===== config.mk =====
export PLATFORM = sky130hd
export DESIGN_NAME = tw_cfg_slave
export DESIGN_NICKNAME = d
export VERILOG_FILES = /design/src/rtl/tw_cfg_pkg.sv /design/src/rtl/tw_sync.sv /design/src/rtl/tw_byte_rx.sv /design/src/rtl/tw_regfile.sv /design/src/rtl/tw_cfg_slave.sv
export SDC_FILE = /design/constraint.sdc
export NUM_CORES = 1
export LEC_CHECK = 0
export ABC_AREA = 1
export BUFFER_PORTS_ARGS = -buffer_cell sky130_fd_sc_hd__buf_2
export CAP_MARGIN = 20
export CELL_PAD_IN_SITES_DETAIL_PLACEMENT = 2
export CELL_PAD_IN_SITES_GLOBAL_PLACEMENT = 2
export CORE_MARGIN = 1
export CORE_UTILIZATION = 38
export DETAILED_ROUTE_END_ITERATION = 10
export HOLD_SLACK_MARGIN = 0.03
export PLACE_DENSITY_LB_ADDON = 0.08
export SYNTH_ARGS = -nofsm -noshare
export SYNTH_HDL_FRONTEND = slang
export SYNTH_SLANG_ARGS = --single-unit

===== constraint.sdc =====
create_clock -name clk -period 3 [get_ports clk]
set_clock_uncertainty 0.15 [all_clocks]
set_input_delay 0.75 -clock clk [delete_from_list [all_inputs] [get_ports clk]]
set_output_delay 0.75 -clock clk [all_outputs]
set_load 0.05 [all_outputs]

===== src/rtl/tw_cfg_pkg.sv =====
package tw_cfg_pkg;

   localparam int unsigned BYTE_BITS = 8;
   localparam int unsigned ADDR_BITS = 6;

   typedef enum logic [1:0] {
      XFER_SOUND  = 2'b00,
      XFER_RSVD_A = 2'b01,
      XFER_STATUS = 2'b10,
      XFER_RSVD_B = 2'b11
   } xfer_t;

   typedef enum logic [1:0] {
      SND_VOLUME = 2'b00,
      SND_TONE   = 2'b01,
      SND_MISC   = 2'b10,
      SND_POWER  = 2'b11
   } snd_sel_t;

   typedef struct packed {
      logic [1:0] clk_ratio;
      logic [2:0] in_fmt;
      logic       dc_en;
   } status_t;

   typedef struct packed {
      logic [5:0] volume;
      logic [3:0] bass;
      logic [1:0] treble;
      logic [1:0] deemph;
      logic       mute;
      logic [1:0] tone_mode;
      logic [1:0] power;
   } sound_t;

endpackage


===== src/rtl/tw_sync.sv =====
module tw_sync #(
   parameter int unsigned      STAGES  = 2,
   parameter int unsigned      WIDTH   = 3,
   parameter logic [WIDTH-1:0] RST_VAL = '0
) (
   input  logic             clk,
   input  logic             rst_n,
   input  logic [WIDTH-1:0] d_i,
   output logic [WIDTH-1:0] q_o
);

   initial begin
      if (STAGES < 2) $fatal(1, "tw_sync: STAGES must be at least 2");
      if (WIDTH < 1)  $fatal(1, "tw_sync: WIDTH must be at least 1");
   end

   for (genvar b = 0; b < WIDTH; b++) begin : g_bit
      logic [STAGES-1:0] chain;
      always_ff @(posedge clk or negedge rst_n) begin
         if (!rst_n) chain <= {STAGES{RST_VAL[b]}};
         else        chain <= {chain[STAGES-2:0], d_i[b]};
      end
      assign q_o[b] = chain[STAGES-1];
   end

endmodule


===== src/rtl/tw_byte_rx.sv =====
module tw_byte_rx #(
   parameter int unsigned BITS      = 8,
   parameter bit          LSB_FIRST = 1'b1,
   parameter bit          CLK_IDLE  = 1'b1
) (
   input  logic            clk,
   input  logic            rst_n,
   input  logic            sclk_s,
   input  logic            mode_s,
   input  logic            dat_s,
   output logic            byte_vld_o,
   output logic [BITS-1:0] byte_o,
   output logic            byte_mode_o
);

   localparam int unsigned      CW   = (BITS > 1) ? $clog2(BITS) : 1;
   localparam logic [CW-1:0]    LAST = CW'(BITS - 1);

   initial begin
      if (BITS < 2) $fatal(1, "tw_byte_rx: BITS must be at least 2");
   end

   logic            sclk_q;
   logic            mode_q;
   logic [CW-1:0]   cnt;
   logic [BITS-1:0] shreg;
   logic [BITS-1:0] shifted;
   logic            rise;
   logic            mode_chg;

   assign rise     = sclk_s & ~sclk_q;
   assign mode_chg = mode_s ^ mode_q;

   if (LSB_FIRST) begin : g_lsb
      assign shifted = {dat_s, shreg[BITS-1:1]};
   end else begin : g_msb
      assign shifted = {shreg[BITS-2:0], dat_s};
   end

   always_ff @(posedge clk or negedge rst_n) begin
      if (!rst_n) begin
         sclk_q      <= CLK_IDLE;
         mode_q      <= 1'b0;
         cnt         <= '0;
         shreg       <= '0;
         byte_vld_o  <= 1'b0;
         byte_o      <= '0;
         byte_mode_o <= 1'b0;
      end else begin
         sclk_q     <= sclk_s;
         mode_q     <= mode_s;
         byte_vld_o <= 1'b0;
         if (mode_chg) begin
            cnt <= '0;
         end else if (rise) begin
            shreg <= shifted;
            if (cnt == LAST) begin
               cnt         <= '0;
               byte_vld_o  <= 1'b1;
               byte_o      <= shifted;
               byte_mode_o <= mode_s;
            end else begin
               cnt <= cnt + 1'b1;
            end
         end
      end
   end

   // a mode change aborts any byte in progress
   assert_mode_abort_R6: assert property (@(posedge clk) disable iff (!rst_n)
      mode_chg |=> !byte_vld_o);

   // whole bytes need many serial edges, so completions never touch
   assert_byte_gap_R6: assert property (@(posedge clk) disable iff (!rst_n)
      byte_vld_o |=> !byte_vld_o);

endmodule


===== src/rtl/tw_regfile.sv =====
module tw_regfile
   import tw_cfg_pkg::*;
#(
   parameter logic [ADDR_BITS-1:0] DEV_ADDR = 6'b000101
) (
   input  logic                 clk,
   input  logic                 rst_n,
   input  logic                 byte_vld_i,
   input  logic [BYTE_BITS-1:0] byte_i,
   input  logic                 byte_mode_i,
   output status_t              status_o,
   output sound_t               sound_o
);

   logic     selected;
   xfer_t    xfer;
   status_t  st_q;
   sound_t   snd_q;
   snd_sel_t snd_sel;

   assign snd_sel = snd_sel_t'(byte_i[7:6]);

   always_ff @(posedge clk or negedge rst_n) begin
      if (!rst_n) begin
         selected <= 1'b0;
         xfer     <= XFER_SOUND;
         st_q     <= '0;
         snd_q    <= '0;
      end else if (byte_vld_i) begin
         if (!byte_mode_i) begin
            selected <= (byte_i[BYTE_BITS-1:2] == DEV_ADDR);
            xfer     <= xfer_t'(byte_i[1:0]);
         end else if (selected) begin
            unique case (xfer)
               XFER_STATUS: begin
                  if (!byte_i[7]) begin
                     st_q.clk_ratio <= byte_i[5:4];
                     st_q.in_fmt    <= byte_i[3:1];
                     st_q.dc_en     <= byte_i[0];
                  end
               end
               XFER_SOUND: begin
                  unique case (snd_sel)
                     SND_VOLUME: snd_q.volume <= byte_i[5:0];
                     SND_TONE: begin
                        snd_q.bass   <= byte_i[5:2];
                        snd_q.treble <= byte_i[1:0];
                     end
                     SND_MISC: begin
                        snd_q.deemph    <= byte_i[4:3];
                        snd_q.mute      <= byte_i[2];
                        snd_q.tone_mode <= byte_i[1:0];
                     end
                     SND_POWER: snd_q.power <= byte_i[1:0];
                  endcase
               end
               default: ;
            endcase
         end
      end
   end

   assign status_o = st_q;
   assign sound_o  = snd_q;

   // registers move only on a completed byte
   assert_write_on_byte_R6: assert property (@(posedge clk) disable iff (!rst_n)
      !byte_vld_i |=> ($stable(st_q) && $stable(snd_q)));

   // a deselected interface writes nothing
   assert_deselect_hold_R3: assert property (@(posedge clk) disable iff (!rst_n)
      (byte_vld_i && byte_mode_i && !selected) |=> ($stable(st_q) && $stable(snd_q)));

   // unused transfer types write nothing
   assert_rsvd_type_R4: assert property (@(posedge clk) disable iff (!rst_n)
      (byte_vld_i && byte_mode_i && (xfer == XFER_RSVD_A || xfer == XFER_RSVD_B))
      |=> ($stable(st_q) && $stable(snd_q)));

   // status bytes with the top bit set are ignored
   assert_status_ignore_R7: assert property (@(posedge clk) disable iff (!rst_n)
      (byte_vld_i && byte_mode_i && xfer == XFER_STATUS && byte_i[7])
      |=> ($stable(st_q) && $stable(snd_q)));

   // address bytes never touch the configuration
   assert_addr_no_write_R2: assert property (@(posedge clk) disable iff (!rst_n)
      (byte_vld_i && !byte_mode_i) |=> ($stable(st_q) && $stable(snd_q)));

endmodule


===== src/rtl/tw_cfg_slave.sv =====
module tw_cfg_slave
   import tw_cfg_pkg::*;
#(
   parameter int unsigned          SYNC_STAGES = 2,
   parameter bit                   LSB_FIRST   = 1'b1,
   parameter logic [ADDR_BITS-1:0] DEV_ADDR    = 6'b000101
) (
   input  logic       clk,
   input  logic       rst_n,
   input  logic       ser_mode_i,
   input  logic       ser_clk_i,
   input  logic       ser_dat_i,
   output logic [1:0] clk_ratio_o,
   output logic [2:0] in_fmt_o,
   output logic       dc_en_o,
   output logic [5:0] volume_o,
   output logic [3:0] bass_o,
   output logic [1:0] treble_o,
   output logic [1:0] deemph_o,
   output logic       mute_o,
   output logic [1:0] tone_mode_o,
   output logic [1:0] power_o
);

   localparam int unsigned LINES    = 3;
   localparam logic [LINES-1:0] LINE_RST = 3'b100;

   logic [LINES-1:0]     lines_s;
   logic                 byte_vld;
   logic [BYTE_BITS-1:0] byte_val;
   logic                 byte_mode;
   status_t              st;
   sound_t               snd;

   tw_sync #(
      .STAGES  (SYNC_STAGES),
      .WIDTH   (LINES),
      .RST_VAL (LINE_RST)
   ) u_sync (
      .clk   (clk),
      .rst_n (rst_n),
      .d_i   ({ser_clk_i, ser_mode_i, ser_dat_i}),
      .q_o   (lines_s)
   );

   tw_byte_rx #(
      .BITS      (BYTE_BITS),
      .LSB_FIRST (LSB_FIRST),
      .CLK_IDLE  (LINE_RST[2])
   ) u_rx (
      .clk         (clk),
      .rst_n       (rst_n),
      .sclk_s      (lines_s[2]),
      .mode_s      (lines_s[1]),
      .dat_s       (lines_s[0]),
      .byte_vld_o  (byte_vld),
      .byte_o      (byte_val),
      .byte_mode_o (byte_mode)
   );

   tw_regfile #(
      .DEV_ADDR (DEV_ADDR)
   ) u_regs (
      .clk         (clk),
      .rst_n       (rst_n),
      .byte_vld_i  (byte_vld),
      .byte_i      (byte_val),
      .byte_mode_i (byte_mode),
      .status_o    (st),
      .sound_o     (snd)
   );

   assign clk_ratio_o = st.clk_ratio;
   assign in_fmt_o    = st.in_fmt;
   assign dc_en_o     = st.dc_en;
   assign volume_o    = snd.volume;
   assign bass_o      = snd.bass;
   assign treble_o    = snd.treble;
   assign deemph_o    = snd.deemph;
   assign mute_o      = snd.mute;
   assign tone_mode_o = snd.tone_mode;
   assign power_o     = snd.power;

endmodule


======== Word-level counts from Yosys, hierarchy flattened ========
Cells that the tools add are included.
word-level totals
  word-level logic and storage cells ...... 52
  output and inout port bits .............. 25
  flip-flop bits (word level) ............. 57
operators by class
  reduce and logical (&&, ||, !) cells .... 11
  muxes and demuxes ....................... 6
  add/sub/neg operators ................... 1
  bitwise gates (word level) .............. 6
  eq/ne operators ......................... 6
operator list
  operator                                              number
  AND reduction 5 bit                                   5
  two-way mux 3 bit                                     3
  equality test 2 bit (second input constant)           3
  equality test 6 x 3 -> 1 bit (second input constant)  1
  zero test 2 bit                                       2
  inverter 1 bit                                        4
  AND reduction 2 bit                                   2
  adder 3 x 1 -> 3 bit (second input constant)          1
  equality test 3 bit (second input constant)           1
  two-way mux 1 bit                                     3
  AND reduction 3 bit                                   1
  equality test 2 x 1 -> 1 bit (second input constant)  1
  nonzero test 2 bit                                    1
  AND 1 bit                                             1
  bitwise XOR 1 bit                                     1

======== Logic depth before layout (Yosys ltp) ========
  word-level depth ........................ 4
  mapped depth ............................ 7
  mapped depth without buffers ............ 7

======== Cells and area by module ========
A second synthesis with hierarchy kept.
unflattened totals
  cell total of the unflattened synthesis .. 248
  area, all modules ....................... 2424.8 um2
by module, submodules not included
  module      area an instance (um2)  instances  cells an instance  seq. area each (um2)
  tw_regfile  1305.0                  1          141                700.7
  tw_byte_rx  944.7                   1          98                 551.8
  tw_sync     175.2                   1          9                  152.6

======== Worst setup path after synthesis ========
Ideal clock, no wire load.
  kind .................................... register to output
  start ................................... register u_regs.snd_q, in the netlist u_regs.sound_o[9]
  end ..................................... output port bass_o[0]
  arrival ................................. 0.600 ns
  buffers on the path ..................... 0
  data required time ...................... 2.100 ns
  stages on the path, launching flop included .. 1
  slack ................................... 1.500 ns
  path through ............................ dfrtp_1
RTL lines
  element             RTL line            RTL
  start: declaration  tw_regfile.sv:18    sound_t snd_q;
  end: declaration    tw_cfg_slave.sv:17  output logic [3:0] bass_o,
No word-level cell between the ends.

======== Worst setup path in the final report ========
  start ................................... register u_regs.snd_q, in the netlist u_regs.sound_o[16]
  end ..................................... output port volume_o[3]
RTL lines
  element           RTL line            RTL
  end: declaration  tw_cfg_slave.sv:16  output logic [5:0] volume_o,
No word-level cell between the ends.

==> results.tsv <==
metric	value	unit
Starting DRT DRC Count	49	
GR Layer Usage met1	23.29	%
Resized cells post-CTS	0	
first-pass GRT wire length	9094	um
Mean Syn Cell Area	9.863	sq um
Worst Setup End Kind	output port	
Worst setup SP type	flop	
largest net degree at the start of global routing	35	
DP Area	2487	sq um
setup violators final	0	
CP bufs+invs	1	
critical path's top delay family	flip-flops	
clk slew on worst S/H paths	0.10	ns
min Tclk post-route	1.850	ns
cells along the critical path	buf_2	
clock sink count	56	
Fin. Hold Viols	0	
type of the tightest min-delay check	flop to flop	
VDD IR-drop max	249.9	uV
Power Total	1.306	mW
Fill cells	633	
Post-Place Worst Slack	1.265	ns
simple-gate area share of the yosys netlist	27.58	%
Mapped Area	2268	sq um
worst stage delay on the critical path	0.36	ns
post-synthesis xor/xnor area fraction	0.7170	%
H-tree depth	2	
Core Region	5642	sq um
Syn Inst Count	230	
I/O Pins	30	
M3 GR Usage	4.138	%
Tcrit/Tclk final	61.66	%
Hold WS	0.2059	ns
reg-to-reg critical path startpoint	u_rx.cnt[0]	
worst setup path start	u_regs.sound_o[16]	
vias in the first global route	1847	
YS warnings	0	
leading cell type in the layout, fill and taps excluded	nand2_1	
setup TNS	0	ns
M2 GR Usage	33.62	%
Die Ht	79.26	um
antenna violations before repair	0	
cell leakage power	1.388	nW
Port Buffers	29	
share of cells above drive strength 1	22.35	%
final WL	5225	um
setup repair bufs after CTS	0	
Fmax	0.5406	GHz
CTS Buffer Depth	2	
register area share after synthesis	61.94	%
drc violations	0	
TritonCTS Buffers	5	
Layout area overhead	13.73	%
fin worst setup slack	1.150	ns
drt wl/cell	15.55	um
antenna viol nets, final	0	
mux share of post-synthesis cell area	0	%
Synth Net Count	237	
critical path class	flop to output port	
drt pass-1 iters	4	
GR peak layer	met2	
Seq cells post-synth	56	
hold path startpoint	u_sync.g_bit[0].chain[0]	
Layout Nets	270	
fraction of the mapped netlist area in adder cells	1.103	%
routability cong.	0.7043	
CP Data Arrival Time	0.95	ns
Final Max Tran Viols	0	
post-route cell area	2580	sq um
GRT overflow	0	
total die area	6282	sq um
Vias/cell	5.030	
largest family of logic cells by synthesized area	simple AND/OR/NAND/NOR gates	
status	completed	
power density over cell area	506.4	nW/um^2
Worst EP required	2.10	ns
ANT cells	0	
HPWL Detailed	3868	um
leading cell types in the layout, fill and taps excluded	82 x nand2_1, 53 x dfrtp_1, 29 x buf_2, 28 x nand3_1, 16 x inv_1	
total number of vias	1690	
Root Driver	clkbuf_8	
overall global routing resource usage	19.01	%
worst-margin pin slew	0.7431	ns
Synth Area in Compound Gates	4.302	%
CTS Hold Bufs	0	
Max-Cap Viols	0	
Cell Rows	27	
synth unique cells	20	
relative slew slack	50.46	%
Slowest-stage cell, CP	dfrtp_1	
RSZ-0062 raised after global routing	false	
Worst-Skew Late Latency	0.31	ns
CTS tree	built	
initial core utilization	40.21	%
worst-path maximum fanout	2	
Die X	79.26	um
-- state kept, by name, summed over array words and instances (netlist names) --
| register | cells |
|---|---|
| u_regs.xfer | 2 |
| u_rx.cnt | 3 |
| u_rx.byte_mode_o | 1 |
| u_regs.status_o | 6 |
| u_rx.byte_o | 8 |
| u_rx.sclk_q | 1 |
| u_regs.selected | 1 |
| u_rx.mode_q | 1 |
| u_rx.shreg | 7 |
| u_sync.g_bit.chain | 6 |
| u_rx.byte_vld_o | 1 |
| u_regs.sound_o | 19 |
-- stage by stage --
stage               utilization [%]  std cells
floorplan                         -        230
global placement              44.09        328
detailed placement            44.09        328
CTS                           45.73        336
global route                  45.73        336
finish                        45.73        336
-- power breakdown --
| group | internal (mW) | switching (mW) | total (mW) | leakage [nW] |
|---|---|---|---|---|
| combinational | 0.0214 | 0.0452 | 0.0667 | 0.593 |
| clock | 0.166 | 0.254 | 0.419 | 0.0404 |
| sequential | 0.790 | 0.0300 | 0.820 | 0.755 |
| total | 0.978 | 0.329 | 1.31 | 1.39 |
-- logic make-up after synthesis --
| kind of cell | after synthesis |
|---|---|
| flip-flops | 56 |
| AO/OA/AOI/OAI | 14 |
| XOR/XNOR | 1 |
| AND/OR/NAND/NOR | 135 |
| adder cells (fa/ha/maj) | 2 |
| buffers and inverters | 22 |
-- worst paths after layout --
kind                                             to  slack [ns]  depth (start not counted)
min                        u_sync.g_bit[0].chain[1]        0.21                          0
max reg2reg                          u_rx.byte_o[2]        1.32                          7
max                                     volume_o[3]        1.15                          1
min in group asynchronous         u_regs.sound_o[3]        0.34                          1
max in group asynchronous        u_regs.sound_o[18]        1.68                          2
min reg2reg                u_sync.g_bit[0].chain[1]        0.21                          0
-- worst reg2reg max path, cell delays in order (launching register included) --
cell and delay [ns]:
dfrtp_1 0.39, ha_1 0.17, ha_1 0.16, inv_1 0.07, nor2_4 0.24, nand2_2 0.19, nand2_1 0.14, nand2_1 0.06
-- layout make-up --
cell class,count,area [sq um],share of cell area (%)
clock buffer,5,68.82,2.667
clock inverter,3,23.77,0.9214
inverter,16,60.06,2.328
multi-input combinational,152,764.5,29.63
sequential,56,1405,54.46
tap,72,90.09,3.492
timing repair buffer,32,167.7,6.499
-- cells in the mapped netlist, drive strengths merged --
master   n  share of area, %
nand4   11               3.0
inv     16               2.6
buf      6               1.7
nand2   85                14
nor2     9               2.5
dfrtp   53                58
nor3     1              0.72
o22ai    1              0.28
dfstp    3               3.5
ha       2               1.1
xnor2    1              0.72
o21ai   13               4.0
nand3   29               6.9
-- metal layers --
metal | share of wire [%] | up-vias
met5 | 0 | -
met4 | 1.5 | 0
met3 | 2.6 | 8
met2 | 51 | 26
met1 | 45 | 847
li1 | - | 809
No activity file was read; power rests on OpenSTA's default activity.
